## src/rtl/prescaler_pkg.sv

```systemverilog
package prescaler_pkg;
  localparam int REG_W     = 8;
  localparam int ARM_BIT   = 7;
  localparam int SHIFT_W   = 4;
  localparam int MAX_SHIFT = 8;
  localparam int WIN_CYC   = 4;
  localparam logic [REG_W-1:0] ARM_KEY = 8'h80;

  typedef enum logic [1:0] {
    WR_NONE,
    WR_ARM,
    WR_APPLY,
    WR_DROP
  } wr_kind_e;
endpackage

```

## src/rtl/unlock_gate.sv

```systemverilog
module unlock_gate
  import prescaler_pkg::*;
#(
  parameter int MAX_S = MAX_SHIFT,
  parameter int WIN   = WIN_CYC
) (
  input  logic               clk,
  input  logic               rst_n,
  input  logic               wr_en,
  input  logic [REG_W-1:0]   wr_data,
  output logic               armed,
  output logic [SHIFT_W-1:0] field,
  output logic               chg_vld,
  output logic [SHIFT_W-1:0] chg_shift
);
  localparam int WIN_W = $clog2(WIN + 1);
  localparam logic [SHIFT_W-1:0] MAX_CODE = SHIFT_W'(MAX_S);
  localparam logic [WIN_W-1:0]   WIN_LD   = WIN_W'(WIN);

  logic [WIN_W-1:0]   win_q;
  logic [SHIFT_W-1:0] field_q;
  logic [SHIFT_W-1:0] code;
  wr_kind_e           kind;

  assign armed = (win_q != '0);
  assign code  = wr_data[SHIFT_W-1:0];

  // classify the write against the current window state
  always_comb begin
    kind = WR_NONE;
    if (wr_en) begin
      if (armed) begin
        if (!wr_data[ARM_BIT] && (code <= MAX_CODE)) kind = WR_APPLY;
        else                                         kind = WR_DROP;
      end else if (wr_data == ARM_KEY) begin
        kind = WR_ARM;
      end
    end
  end

  always_ff @(posedge clk or negedge rst_n) begin
    if (!rst_n) begin
      win_q   <= '0;
      field_q <= '0;
    end else begin
      unique case (kind)
        WR_ARM:   win_q <= WIN_LD;
        WR_APPLY: begin
          win_q   <= '0;
          field_q <= code;
        end
        WR_DROP:  win_q <= '0;
        default:  if (armed) win_q <= win_q - 1'b1;
      endcase
    end
  end

  assign field     = field_q;
  assign chg_vld   = (kind == WR_APPLY);
  assign chg_shift = code;
endmodule

```

## src/rtl/tick_divider.sv

```systemverilog
module tick_divider
  import prescaler_pkg::*;
#(
  parameter int MAX_S = MAX_SHIFT
) (
  input  logic               clk,
  input  logic               rst_n,
  input  logic               chg_vld,
  input  logic [SHIFT_W-1:0] chg_shift,
  output logic               tick
);
  localparam int CNT_W = (MAX_S > 0) ? MAX_S : 1;

  logic               live_q;
  logic               pend_q;
  logic [SHIFT_W-1:0] pend_shift_q;
  logic [SHIFT_W-1:0] act_shift_q;
  logic [CNT_W-1:0]   cnt_q;
  logic [CNT_W-1:0]   mask;

  // terminal count for the active exponent: low act_shift bits set
  always_comb begin
    for (int i = 0; i < CNT_W; i++) begin
      mask[i] = (i < int'(act_shift_q));
    end
  end

  assign tick = live_q && (cnt_q == mask);

  always_ff @(posedge clk or negedge rst_n) begin
    if (!rst_n) begin
      live_q      <= 1'b0;
      cnt_q       <= '0;
      act_shift_q <= '0;
    end else begin
      live_q <= 1'b1;
      if (tick) begin
        cnt_q <= '0;
        if (pend_q) act_shift_q <= pend_shift_q;
      end else if (live_q) begin
        cnt_q <= cnt_q + 1'b1;
      end
    end
  end

  // a setting accepted on a boundary edge waits for the following one
  always_ff @(posedge clk or negedge rst_n) begin
    if (!rst_n) begin
      pend_q       <= 1'b0;
      pend_shift_q <= '0;
    end else if (chg_vld) begin
      pend_q       <= 1'b1;
      pend_shift_q <= chg_shift;
    end else if (tick) begin
      pend_q <= 1'b0;
    end
  end
endmodule

```

## src/rtl/sysclk_prescaler.sv

```systemverilog
module sysclk_prescaler
  import prescaler_pkg::*;
#(
  parameter int MAX_S = MAX_SHIFT,
  parameter int WIN   = WIN_CYC
) (
  input  logic             clk,
  input  logic             rst_n,
  input  logic             wr_en,
  input  logic [REG_W-1:0] wr_data,
  output logic [REG_W-1:0] rd_data,
  output logic             clk_en
);
  logic               armed;
  logic [SHIFT_W-1:0] field;
  logic               chg_vld;
  logic [SHIFT_W-1:0] chg_shift;

  unlock_gate #(.MAX_S(MAX_S), .WIN(WIN)) u_gate (
    .clk       (clk),
    .rst_n     (rst_n),
    .wr_en     (wr_en),
    .wr_data   (wr_data),
    .armed     (armed),
    .field     (field),
    .chg_vld   (chg_vld),
    .chg_shift (chg_shift)
  );

  tick_divider #(.MAX_S(MAX_S)) u_div (
    .clk       (clk),
    .rst_n     (rst_n),
    .chg_vld   (chg_vld),
    .chg_shift (chg_shift),
    .tick      (clk_en)
  );

  always_comb begin
    rd_data                = '0;
    rd_data[ARM_BIT]       = armed;
    rd_data[SHIFT_W-1:0]   = field;
  end
endmodule

```

## config.mk

```make
export PLATFORM = sky130hd
export DESIGN_NAME = sysclk_prescaler
export DESIGN_NICKNAME = d
export VERILOG_FILES = /design/src/rtl/prescaler_pkg.sv /design/src/rtl/unlock_gate.sv /design/src/rtl/tick_divider.sv /design/src/rtl/sysclk_prescaler.sv
export SDC_FILE = /design/constraint.sdc
export NUM_CORES = 1
export LEC_CHECK = 0
export ABC_AREA = 1
export CAP_MARGIN = 25
export CORE_UTILIZATION = 47
export CTS_CLUSTER_DIAMETER = 80
export DETAILED_ROUTE_END_ITERATION = 8
export PLACE_DENSITY = 0.74
export SLEW_MARGIN = 20
export SYNTH_ARGS = -nofsm -noshare
export SYNTH_HDL_FRONTEND = slang
export SYNTH_SLANG_ARGS = --single-unit
```

## constraint.sdc

```tcl
create_clock -name clk -period 1.52 [get_ports clk]
set_clock_uncertainty 0.1 [all_clocks]
set_input_delay 0.152 -clock clk [delete_from_list [all_inputs] [get_ports clk]]
set_output_delay 0.152 -clock clk [all_outputs]
set_load 0.01 [all_outputs]
```

==> summary.md <==
| Metric | Value |
|---|---|
| Status | `finished, violations left` |
| Failing checks | `negative setup slack` |
| TritonCTS buffer count | `3` |
| Dpl cells | `240` |
| RSZ-0062 raised after global routing | `yes` |
| N_diodes | `0` |
| Largest net degree at the start of global routing | `22` |
| Placement Setup Slack | `-0.392 ns` |
| Via count | `1332` |
| Die X | `53.8 µm` |
| DP Wirelength | `2250 µm` |
| DRT Wirelength | `3410 µm` |
| CTS max path bufs | `2` |
| Vias per inst | `5.24` |
| Register bit total from synthesis | `21` |
| Setup violations, final | `17` |
| Worst vdd ir | `0.00131 V` |
| Clock-pin slew on the worst setup and hold paths | `0.13 ns` |
| H-tree depth | `1` |
| Count of input and output buffers | `16` |
| Top cell type's share of synthesized area | `41.7%` |
| Synth area leaders | `dfrtp_1, nand2_1, nand3_1` |
| Max Cap Viol | `0` |
| Share of cells above drive strength 1 | `39.7%` |
| Number of synthesized flops with an enable pin | `0` |
| Chip height | `53.8 µm` |
| Placed Area | `1610 µm²` |
| Total Power | `3.46 mW` |
| WP data arrival | `1.58 ns` |
| Final Non-Filler Cells | `254` |
| Die area | `2890 µm²` |
| Power Dens Cells | `1800 nW/µm²` |
| Fin. Hold Viols | `0` |
| Worst setup EP type | `output port` |
| Initial Utilization | `50.4%` |
| Final period util | `121%` |
| Core area | `2500 µm²` |
| Fill count | `173` |
| Final antenna-violating net count | `0` |
| FF+latch area | `528 µm²` |
| Root buffer cell | `clkbuf_4` |
| Mapped Area | `1260 µm²` |
| Worst Setup Path Type | `reg -> out` |
| Setup slack after layout | `-0.315 ns` |
| CP Max Fanout | `5` |
| Most frequent cell after synthesis | `nand2_1` |
| CP startpoint kind | `flop` |
| Netlist cell types | `25` |
| Area Overhead vs Synth | `52.9%` |
| Vias in the first global route | `1251` |
| I/O pins | `20` |
| Gr ovfl total | `0` |
| Hold Buf Count CTS | `0` |
| Static leakage | `1.01 nW` |
| Most frequent cells after synthesis | `nand2_1, inv_1, dfrtp_1` |
| Syn Inst Count | `173` |
| Seq/Total Area, Yosys | `41.7%` |
| Residual DRC | `0` |
| Tot GR Track Use | `24.7%` |
| CTS tree | `done` |
| Setup tns final | `-2.86 ns` |
| Clk Latency, worst-skew pair | `0.31 ns` |
| First-pass GRT wire length | `5140 µm` |
| Antenna violations before repair | `0` |
| Clock sink count | `21` |
| Syn_area_per_cell | `7.28 µm²` |
| Required @ worst endpoint | `1.27 ns` |
| GPL Wtd Cong | `0.930` |
| Async set-or-reset flop fraction in the synthesized netlist | `100%` |
| Max Fclk | `545 MHz` |
| HP Class | `in -> async` |
| Main flop type after synthesis | `dfrtp_1` |
| Std cell rows | `18` |
| Final slew viol count | `0` |
| Synth area leader | `dfrtp_1` |
| Final nets | `239` |
| First drt pass iteration count | `4` |
| Post-Layout Inst Area | `1920 µm²` |
| Multi-input logic area | `774 µm²` |
| Synth warn | `0` |
| Crit path time final | `1.84 ns` |
| WL/cell | `13.4 µm` |
| DR iter-0 viols | `33` |
-- state kept, by name (all words and copies together) (netlist names) --
name and flops:
u_div.act_shift_q 4, u_div.cnt_q 8, u_div.live_q 1, u_div.pend_q 1
u_div.pend_shift_q 4, u_gate.win_q 3
-- layer usage --
metal	up-vias	global-route usage, %	wire length [µm]
li1	649	-	-
met1	644	25.0	1330
met2	35	51.0	1950
met3	4	3.11	100
met4	0	6.14	27
met5	-	0	0
-- worst paths after layout --
| check | startpoint | end | slack, ns | depth (start not counted) |
|---|---|---|---|---|
| worst max-delay path | u_div.act_shift_q[1] | clk_en | -0.32 | 10 |
| worst min-delay path | rst_n | u_div.cnt_q[2] | 0.07 | 2 |
| worst max register to register | u_div.act_shift_q[1] | u_div.act_shift_q[1] | -0.28 | 13 |
| worst min register to register | u_div.pend_shift_q[1] | u_div.pend_shift_q[1] | 0.44 | 2 |
| max in group asynchronous | rst_n | u_div.act_shift_q[3] | 1.00 | 2 |
| min in group clk | wr_data[0] | u_div.pend_shift_q[0] | 0.33 | 3 |
-- cell type report --
class	instances	area share [%]
clock buffer	3	1.17
sequential	21	27.4
tap	30	1.95
inverter	25	5.14
clock inverter	1	0.260
multi-input combinational	125	40.2
timing repair buffer	49	23.8
-- what timing repair did --
| item | 4_1_cts | 5_1_grt |
|---|---|---|
| gates resized for setup | 43 | 35 |
| hold endpoints to repair | 0 | 0 |
| endpoints found under the setup margin | 18 | 24 |
| setup buffers | 9 | 4 |
| gates cloned | 0 | 0 |
| pin swaps | 12 | 13 |
-- cells by family (layout without fill, tap and decap cells) --
logic type | count (synthesis) | count (layout) | synth area share (%)
fa+ha+maj | 3 | 3 | 2.98
buf+inv | 29 | 78 | 9.84
other cells | 2 | 4 | 0.597
xor+xnor | 1 | 1 | 0.696
flops | 21 | 21 | 41.7
compound gates | 12 | 12 | 5.27
simple gates | 105 | 105 | 38.9
-- per-stage QoR --
step,hold slack (ns),util (%)
global placement,0.416,64.4
floorplan,-0.244,-
detailed placement,0.413,64.4
global route,0.0844,77.0
CTS,0.0842,71.5
finish,0.0652,77.0
-- cells in the final DEF (no fill, tap or decap), types with 2 or more instances in the layout --
cell / count
nand2_2: 13
o21ai_1: 4
nor2_4: 6
dfrtp_1: 19
nand3_1: 10
dfrtp_2: 2
nand4_1: 6
inv_4: 2
inv_2: 6
buf_4: 23
nand3_2: 8
clkbuf_4: 3
nand2_1: 44
inv_1: 17
nor2_1: 6
buf_6: 11
a21oi_2: 2
conb_1: 4
clkdlybuf4s50_1: 10
o21ai_0: 2
dlymetal6s2s_1: 3
ha_1: 2
nor3_1: 2
nand3b_1: 2
nor3_2: 2
-- where the power goes --
part           internal (mW)  total, mW  switching (mW)
clock network         0.0985      0.287           0.188
registers              0.789       1.08           0.293
logic                   1.04       2.09            1.05
total                   1.93       3.46            1.53
-- critical path, cell delays in order (launching register included) --
cell	delay, ns
dfrtp_1	0.48
nand2_2	0.14
nand2_1	0.06
nand2_1	0.05
nand2_1	0.05
inv_1	0.06
nand2_2	0.07
nor2_4	0.14
nand2_4	0.06
inv_2	0.06
buf_6	0.09
(Power assumes the default switching activity.)
